`config.mk`:
```
export PLATFORM = sky130hd
export DESIGN_NAME = ehr_multiport
export DESIGN_NICKNAME = d
export VERILOG_FILES = /design/src/rtl/ehr_bypass_link.sv /design/src/rtl/ehr_state_reg.sv /design/src/rtl/ehr_multiport.sv
export SDC_FILE = /design/constraint.sdc
export NUM_CORES = 1
export LEC_CHECK = 0
export BUFFER_PORTS_ARGS = -buffer_cell sky130_fd_sc_hd__buf_2
export CORE_ASPECT_RATIO = 0.9
export CORE_MARGIN = 4
export CORE_UTILIZATION = 25
export DETAILED_ROUTE_END_ITERATION = 8
export SLEW_MARGIN = 0
export SYNTH_ARGS = -nofsm -noshare
export SYNTH_HDL_FRONTEND = slang
export SYNTH_HIERARCHICAL = 1
export SYNTH_SLANG_ARGS = --single-unit
```
`constraint.sdc`:
```
create_clock -name clk -period 1.3 [get_ports clk]
set_clock_uncertainty 0.15 [all_clocks]
set_input_delay 0.13 -clock clk [delete_from_list [all_inputs] [get_ports clk]]
set_output_delay 0.13 -clock clk [all_outputs]
set_load 0.005 [all_outputs]
```
`src/rtl/ehr_bypass_link.sv`:
```
module ehr_bypass_link #(
  parameter int WIDTH = 8
) (
  input  logic [WIDTH-1:0] upstream_i,
  input  logic             wr_en_i,
  input  logic [WIDTH-1:0] wr_data_i,
  output logic [WIDTH-1:0] downstream_o
);
  // One link of the chain: an enabled write replaces the value seen above it.
  always_comb begin
    downstream_o = wr_en_i ? wr_data_i : upstream_i;
  end
endmodule

```
`src/rtl/ehr_state_reg.sv`:
```
module ehr_state_reg #(
  parameter int             WIDTH   = 8,
  parameter logic [WIDTH-1:0] RST_VAL = '0
) (
  input  logic             clk,
  input  logic             rst,
  input  logic [WIDTH-1:0] d_i,
  output logic [WIDTH-1:0] q_o
);
  always_ff @(posedge clk) begin
    if (rst) q_o <= RST_VAL;
    else     q_o <= d_i;
  end
endmodule

```
`src/rtl/ehr_multiport.sv`:
```
module ehr_multiport #(
  parameter int               WIDTH   = 8,
  parameter int               NPORTS  = 2,
  parameter logic [WIDTH-1:0] RST_VAL = '0
) (
  input  logic                     clk,
  input  logic                     rst,
  input  logic [NPORTS-1:0]        wr_en,
  input  logic [NPORTS*WIDTH-1:0]  wr_data,
  output logic [NPORTS*WIDTH-1:0]  rd_data
);
  localparam int CHAIN_LEN = NPORTS + 1;

  // chain[k] is what read port k sees; chain[NPORTS] is the next state.
  logic [WIDTH-1:0] chain [CHAIN_LEN];
  logic [WIDTH-1:0] stored;

  assign chain[0] = stored;

  for (genvar p = 0; p < NPORTS; p++) begin : g_link
    ehr_bypass_link #(.WIDTH(WIDTH)) link_i (
      .upstream_i   (chain[p]),
      .wr_en_i      (wr_en[p]),
      .wr_data_i    (wr_data[p*WIDTH +: WIDTH]),
      .downstream_o (chain[p+1])
    );
    assign rd_data[p*WIDTH +: WIDTH] = chain[p];
  end

  ehr_state_reg #(.WIDTH(WIDTH), .RST_VAL(RST_VAL)) state_i (
    .clk (clk),
    .rst (rst),
    .d_i (chain[NPORTS]),
    .q_o (stored)
  );
endmodule

```
==> run_results.csv, run 1 <==
group,metric,value,unit
outcome,status,"completed",
finish,n_fill_cell,180,
sta,max_freq,808,MHz
setup_path,critPathLaunchType,"register",
drt,vias_per_cell,4.26,
clock_tree,cts_tree,"yes",
finish,largestRegisters,"state_i/q_o x8",
power,powerDensity,938,nW/um2
clock_tree,cts_buffer_depth,2,
synth,synthTopCellsByArea,"mux2_4 (51%), dfxtp_1 (34%), nor2b_1 (11%)",
synth,ys_warn_count,6,
drt,drc,0,
worst_hold_path,min_path_cells,2,
synth,synthDistinctLibCells,4,
synth,synth_nets,54,
power,p_leak,0.378,nW
setup_path,critPathBufInv,0,
finish,final_cell_mix,"buf_2 (35), mux2_4 (16), nor2b_1 (8), dfxtp_1 (8), clkbuf_4 (3)",
placement,placed_cell_area,656,um2
setup_path,slowest_delay,0.31,ns
synth,synth_area,473,um2
drt,vias,400,
die,fp.dieH,49.3,um
finish,antennaDiodeCount,0,
placement,gp_congestion,0.653,
clock_tree,ctsHtreeMaxLevel,1,
placement,io_buffers,35,
die,dieArea,2650,um2
sta,final.period_utilization,95.2,%
worst_hold_path,hold_end,"state_i/q_o[3]",
worst_hold_path,worstHoldStart,"rst",
die,dieWidth,53.8,um
setup_path,r2r-end,"state_i/q_o[1]",
setup_path,critical_path_class,"reg2reg",
clock_tree,path_clk_slew,0.05,ns
setup_path,r2r_slack,0.06,ns
drt,drtPass1Iterations,3,
finish,seq_area,160,um2
grt,grt_pass1_wl,1750,um
die,io_pins,36,
clock_tree,cts.repair.resized,0,
clock_tree,clock-sinks,8,
grt,overflow,0,
finish,multi_input_area,290,um2
finish,drive_gt1_share,77.1,%
clock_tree,cts_setup_buffers,0,
finish,layout_commonest_cell,"buf_2",
sta,tightest_slew,0.279,ns
setup_path,reg2reg_depth,3,
clock_tree,cts.hold.buffers_added,0,
sta,rsz0062_at_grt,"false",
job,maxCapViolations,0,
setup_path,path_cells,"mux2_4 -> mux2_4 -> nor2b_1",
drt,wire_per_inst,12.2,um
finish,final_area,678,um2
placement,hpwl,910,um
drt,drt_iter0_markers,1,
setup_path,crit-reg2reg-launch,"state_i/q_o[1]",
grt,grt_pass1_vias,407,
setup_path,crit_required,1.28,ns
synth,yosys.area.top_type_share,50.8,%
die,rows,14,
drt,routed_wl,1150,um
finish,area_growth,43.4,%
finish,regMostFlops,"state_i/q_o",
synth,synth_top_area_cell,"mux2_4",
synth,synthCells,34,
finish,largest_reg_flops,8,
clock_tree,worstSkewPairLatency,0.24,ns
setup_path,critPathSlowestCell,"dfxtp_1",
die,core,1730,um2
synth,yosysSeqAreaShare,33.9,%
synth,synth.avg_cell_area,13.9,um2
setup_path,cp_max_fo,2,
finish,nNetsFinal,92,
setup_path,crit_path_end_kind,"register",
sta,finalSetupViolations,0,
grt,antenna_found_initial,0,
drt,ant_nets,0,
die,initial_core_util,27.3,%
grt,grt_use_total,9.18,%
grt,grt_max_degree,9,
setup_path,cp_num_cells,3,
setup_path,worst_path_most_repeated_cell,"mux2_4",
sta,hold_violations,0,
clock_tree,numCtsBuffers,3,
synth,synth-seq-cells,8,
power,vdd_drop_max,0.000318,V
sta,layout_min_cycle_time,1.24,ns
clock_tree,cts_root_buf,"clkbuf_4",
finish,utilization,39.1,%
setup_path,cp_top_family,"multiplexers",
worst_hold_path,worstHoldPathType,"in2reg",
sta,max_slew_margin,81.4,%
setup_path,crit_arrival,1.22,ns
sta,drv_slew,0,
-- Yosys cell counts, drive strengths merged --
cell	instances
buf	2
nor2b	8
mux2	16
dfxtp	8
-- final cells by class --
cell class	instances	share of cell area [%]
multi-input cells	24	42.8
repair buffers	35	25.8
flip-flops and latches	8	23.6
well taps	24	4.43
clock buffers	3	3.32
-- routing by layer --
| metal | vias to the layer above | wire (um) | track usage [%] |
|---|---|---|---|
| met5 | - | 0 | 0 |
| met4 | 0 | 0 | 3.83 |
| met3 | 0 | 142 | 3.67 |
| met2 | 20 | 523 | 13.9 |
| met1 | 189 | 484 | 11.2 |
| li1 | 191 | - | - |
-- logic make-up (layout without fill, tap and decap cells) --
logic type	count (synthesis)	in the layout	share of synthesized area, %
DFF	8	8	33.9
muxes	16	16	50.8
and+or+nand+nor	8	8	10.6
buffers and inverters	2	38	4.76
-- worst reg2reg max path, stage by stage (launching register included) --
cell	delay [ns]
dfxtp_1	0.31
mux2_4	0.27
mux2_4	0.26
nor2b_1	0.13
-- power breakdown --
part,internal (W),total [W],switching [W]
Combinational,0.000120,0.000182,0.0000619
Clock,0.000105,0.000182,0.0000768
Sequential,0.000264,0.000272,0.00000882
-- stage by stage --
stage               cells  setup slack [ns]  setup TNS [ns]  hold WS, ns  total power [W]
finish                 94            0.0626               0       0.0113         0.000636
global route           94            0.0291               0       0.0272         0.000675
CTS                    94            0.0485               0       0.0109         0.000652
detailed placement     91           -0.0909          -0.699        0.279         0.000461
global placement       91           -0.0806          -0.582        0.271         0.000457
floorplan              34            0.0913               0       0.0516         0.000389
-- how the worst max path moves through the flow --
stage / start / slack [ns] / end
3_5_place_dp: wr_en[0] / -0.09 / state_i/q_o[3]
3_3_place_gp: wr_en[0] / -0.08 / state_i/q_o[1]
4_1_cts: state_i/q_o[1] / 0.05 / rd_data[9]
2_1_floorplan: state_i/q_o[0] / 0.09 / state_i/q_o[0]
5_1_grt: state_i/q_o[3] / 0.03 / rd_data[11]
6_report: state_i/q_o[1] / 0.06 / state_i/q_o[1]
Note: power is estimated with default switching activity, not from simulation.
==> inputs of run 2 (changes only) <==
--- a/config.mk
+++ b/config.mk
@@ -10,6 +10,7 @@
 export CORE_MARGIN = 4
 export CORE_UTILIZATION = 25
 export DETAILED_ROUTE_END_ITERATION = 8
+export PLACE_DENSITY_LB_ADDON = 0.3
 export SLEW_MARGIN = 0
 export SYNTH_ARGS = -nofsm -noshare
 export SYNTH_HDL_FRONTEND = slang
==> run_results.csv, run 2 (synthesized netlist as in run 1, its figures left out) <==
group,metric,value,unit
die,initial_core_util,27.3,%
sta,final.period_utilization,95.2,%
power,total_power,0.000644,W
grt,antenna_found_initial,0,
placement,io_buffers,35,
finish,final_cell_mix,"buf_2 (35), mux2_4 (16), nor2b_1 (8), dfxtp_1 (8), clkbuf_4 (3)",
die,fp.dieH,49.3,um
grt,grt_pass1_vias,397,
drt,drc,0,
setup_path,crit_start,"state_i/q_o[3]",
sta,layout_min_cycle_time,1.24,ns
power,vdd_drop_max,0.000480,V
finish,regMostFlops,"state_i/q_o",
clock_tree,worstSkewPairLatency,0.25,ns
finish,layout_commonest_cell,"buf_2",
sta,rsz0062_at_grt,"false",
die,io_pins,36,
finish,antennaDiodeCount,0,
grt,grt_pass1_wl,1670,um
drt,ant_nets,0,
die,dieWidth,53.8,um
drt,met1_length,443,um
grt,overflow,0,
sta,tightest_slew,0.277,ns
clock_tree,clock-sinks,8,
drt,wire_per_inst,11.7,um
setup_path,reg2reg_depth,3,
job,maxCapViolations,0,
setup_path,crit_arrival,0.96,ns
setup_path,crit-reg2reg-launch,"state_i/q_o[2]",
drt,wl_met2,526,um
clock_tree,numCtsBuffers,3,
drt,drt_iter0_markers,1,
finish,drive_gt1_share,76.1,%
outcome,status,"completed",
drt,wl_met3,142,um
power,p_leak,0.382,nW
setup_path,cp_max_fo,2,
clock_tree,cts_buffer_depth,2,
sta,hold_violations,0,
clock_tree,ctsHtreeMaxLevel,1,
sta,holdWs,0.0638,ns
finish,largestRegisters,"state_i/q_o x8",
die,rows,14,
drt,top_layer_used,"met3",
die,dieArea,2650,um2
setup_path,r2r_slack,0.08,ns
clock_tree,path_clk_slew,0.05,ns
finish,nNetsFinal,93,
setup_path,r2r-end,"state_i/q_o[2]",
drt,vias,386,
drt,drtPass1Iterations,2,
die,core,1730,um2
grt,grt_max_degree,9,
setup_path,critical_path_class,"reg2out",
sta,drv_slew,0,
sta,finalSetupViolations,0,
clock_tree,cts.repair.resized,0,
drt,vias_per_cell,4.06,
setup_path,crit_path_end_kind,"output port",
worst_hold_path,worstHoldPathType,"in2reg",
clock_tree,cts_setup_buffers,0,
drt,routed_wl,1110,um
clock_tree,cts_root_buf,"clkbuf_4",
setup_path,critPathCapture,"rd_data[11]",
setup_path,critPathLaunchType,"register",
placement,gp_congestion,0.681,
sta,max_slew_margin,81.6,%
finish,area_growth,45.5,%
finish,largest_reg_flops,8,
sta,max_freq,808,MHz
clock_tree,cts_tree,"yes",
setup_path,crit_required,1.02,ns
placement,hpwl,876,um
grt,grt_use_total,8.88,%
power,powerDensity,935,nW/um2
[run 2: cell count changes in the layout (fill, tap and decap cells not counted)]
| cell | change |
|---|---|
| dlygate4sd3_1 | +1 |
[run 2: how the worst min path moves through the flow]
stage	from	to	slack, ns	depth (start not counted)
2_1_floorplan	rst	state_i/q_o[0]	0.05	1
3_3_place_gp	rst	state_i/q_o[0]	0.27	2
3_5_place_dp	rst	state_i/q_o[6]	0.28	2
4_1_cts	rst	state_i/q_o[6]	0.002	2
5_1_grt	wr_data[11]	state_i/q_o[3]	0.05	3
6_report	wr_data[9]	state_i/q_o[1]	0.06	3
[run 2: stage by stage]
step / utilization [%] / setup TNS (ns) / cells / worst slack [ns] / area [um2]
floorplan: - / 0 / 34 / 0.0913 / 473
CTS: 39.1 / 0 / 94 / 0.0455 / 678
global placement: 37.8 / -0.455 / 91 / -0.0662 / 656
global route: 39.7 / 0 / 95 / 0.00744 / 688
finish: 39.7 / 0 / 95 / 0.0620 / 688
detailed placement: 37.8 / -0.637 / 91 / -0.0823 / 656
[run 2: area by class of cell]
| class | instances | area (um2) |
|---|---|---|
| fillers | 182 | 1050 |
| multi-input cells | 24 | 290 |
| repair buffers | 36 | 185 |
| flip-flops and latches | 8 | 160 |
| well taps | 24 | 30.0 |
| clock buffers | 3 | 22.5 |
[run 2: routing by layer]
metal  up-vias  track usage (%)
li1        190                -
met1       174             9.56
met2        22             13.7
met3         0             7.03
met4         0             1.28
met5         -                0
[run 2: timing repair]
item                                    in CTS  in global routing
hold buffers                                 0                  1
endpoints found under the setup margin       0                  0
hold endpoints to repair                     0                  3
[run 2: worst max-delay path, stage by stage (launching register included)]
cell     delay (ns)
dfxtp_1        0.31
mux2_4         0.27
buf_2          0.13
[run 2: power breakdown]
part           internal (W)  switching, W
registers          0.000263    0.00000868
logic              0.000122     0.0000606
clock network      0.000106     0.0000834
==> inputs of run 3 (changes only) <==
--- a/config.mk
+++ b/config.mk
@@ -9,6 +9,7 @@
 export CORE_ASPECT_RATIO = 0.9
 export CORE_MARGIN = 4
 export CORE_UTILIZATION = 25
+export CTS_BUF_LIST = sky130_fd_sc_hd__clkbuf_2
 export DETAILED_ROUTE_END_ITERATION = 8
 export PLACE_DENSITY_LB_ADDON = 0.3
 export SLEW_MARGIN = 0
==> run_results.csv, run 3 (synthesized netlist as in run 1, its figures left out) <==
group,metric,value,unit
power,sw_frac_of_total,25.4,%
die,dieWidth,53.8,um
finish,largest_reg_flops,8,
clock_tree,cts_buffer_depth,2,
finish,fin_cells,95,
clock_tree,cts_tree,"yes",
sta,drv_slew,0,
grt,grt_pass1_wl,1670,um
placement,placed_cell_area,656,um2
sta,final.period_utilization,94.6,%
placement,pre_cts_slack,-0.0823,ns
setup_path,crit_path_end_kind,"register",
clock_tree,cts_root_buf,"clkbuf_2",
job,maxCapViolations,0,
drt,ant_nets,0,
drt,wire_per_inst,11.6,um
placement,hpwl,876,um
setup_path,critical_path_class,"reg2reg",
finish,drive_gt1_share,77.5,%
die,io_pins,36,
finish,multi_input_area,290,um2
finish,nNetsFinal,93,
sta,hold_violations,0,
sta,finalSetupViolations,0,
power,pwr-share-seq,45.2,%
grt,overflow,0,
drt,vias_per_cell,4.05,
drt,routed_wl,1110,um
drt,vias,385,
outcome,status,"completed",
grt,grt_use_total,8.88,%
die,fp.dieH,49.3,um
finish,largestRegisters,"state_i/q_o x8",
power,p_clk_share,24.4,%
power,vdd_drop_max,0.000441,V
die,dieArea,2650,um2
clock_tree,ctsHtreeMaxLevel,1,
finish,seq_area,161,um2
setup_path,crit_required,1.27,ns
finish,area_growth,44.2,%
drt,drc,0,
drt,drtPass1Iterations,2,
grt,antenna_found_initial,0,
power,powerDensity,881,nW/um2
grt,grt_pass1_vias,397,
clock_tree,path_clk_slew,0.08,ns
worst_hold_path,worstHoldPathType,"in2reg",
placement,dp_cells,91,
power,cell_internal_pwr,0.000448,W
clock_tree,cts_setup_buffers,0,
sta,max_freq,813,MHz
sta,fin_ws,0.0696,ns
sta,layout_min_cycle_time,1.23,ns
sta,tightest_slew,0.266,ns
placement,gp_congestion,0.681,
power,switchingPower,0.000153,W
grt,grt_max_degree,9,
sta,tns,0,ns
finish,regMostFlops,"state_i/q_o",
setup_path,cp_max_fo,2,
die,core,1730,um2
placement,io_buffers,35,
clock_tree,numCtsBuffers,3,
finish,n_fill_cell,182,
finish,layout_commonest_cell,"buf_2",
clock_tree,worstSkewPairLatency,0.23,ns
finish,final_area,682,um2
drt,drt_iter0_markers,1,
setup_path,critPathLaunchType,"register",
sta,max_slew_margin,82.3,%
finish,antennaDiodeCount,0,
die,rows,14,
setup_path,crit_arrival,1.20,ns
power,p_comb_share,30.3,%
sta,rsz0062_at_grt,"false",
clock_tree,clock-sinks,8,
power,p_leak,0.381,nW
finish,final_cell_mix,"buf_2 (35), mux2_4 (16), nor2b_1 (8), dfxtp_1 (7), clkbuf_2 (3)",
die,initial_core_util,27.3,%
## run 3: cell counts in the layout (fill, tap and decap cells not counted)
Identical to the previous run, type by type.
## run 3: final cells by class
class / count / share of cell area (%)
multi-input combinational: 24 / 42.6
timing repair buffer: 36 / 27.2
sequential: 8 / 23.7
tap: 24 / 4.40
clock buffer: 3 / 2.20
## run 3: critical path, stage by stage (launching register included)
cell and delay (ns):
dfxtp_2 0.32, mux2_4 0.27, mux2_4 0.26, nor2b_1 0.13
## run 3: layer usage
layer	up-vias	part of all wire [%]	GRT usage [%]
li1	190	-	-
met4	0	0	1.28
met5	-	0	0
met1	173	40	9.56
met3	0	13	7.03
met2	22	48	13.7
## run 3: metrics by stage
| step | utilization (%) | hold WS (ns) | power [W] |
|---|---|---|---|
| after global routing | 39.3 | 0.0434 | 0.000652 |
| final | 39.3 | 0.0802 | 0.000601 |
| after CTS | 38.7 | 0.00715 | 0.000616 |
| after floorplan | - | 0.0516 | 0.000389 |
| after detailed placement | 37.8 | 0.279 | 0.000459 |
| after global placement | 37.8 | 0.271 | 0.000458 |
## run 3: final timing paths
path | startpoint | endpoint | slack, ns | cells after the start
setup / recovery | state_i/q_o[2] | state_i/q_o[2] | 0.07 | 3
hold / removal | wr_data[9] | state_i/q_o[1] | 0.08 | 3
setup reg to reg | state_i/q_o[2] | state_i/q_o[2] | 0.07 | 3
hold reg to reg | state_i/q_o[7] | state_i/q_o[7] | 0.59 | 3
## run 3: power groups by stage
stage	sequential, W	clock (W)	combinational [W]
after floorplan	0.000279	0	0.000110
after global placement	0.000278	0	0.000180
after detailed placement	0.000277	0	0.000183
after CTS	0.000272	0.000161	0.000183
after global routing	0.000274	0.000180	0.000198
final	0.000272	0.000147	0.000182
## run 3: what timing repair did
action	CTS	global route
endpoints found under the setup margin	0	1
resized for setup	0	1
endpoints found under the hold margin	0	8
hold buffers	0	1
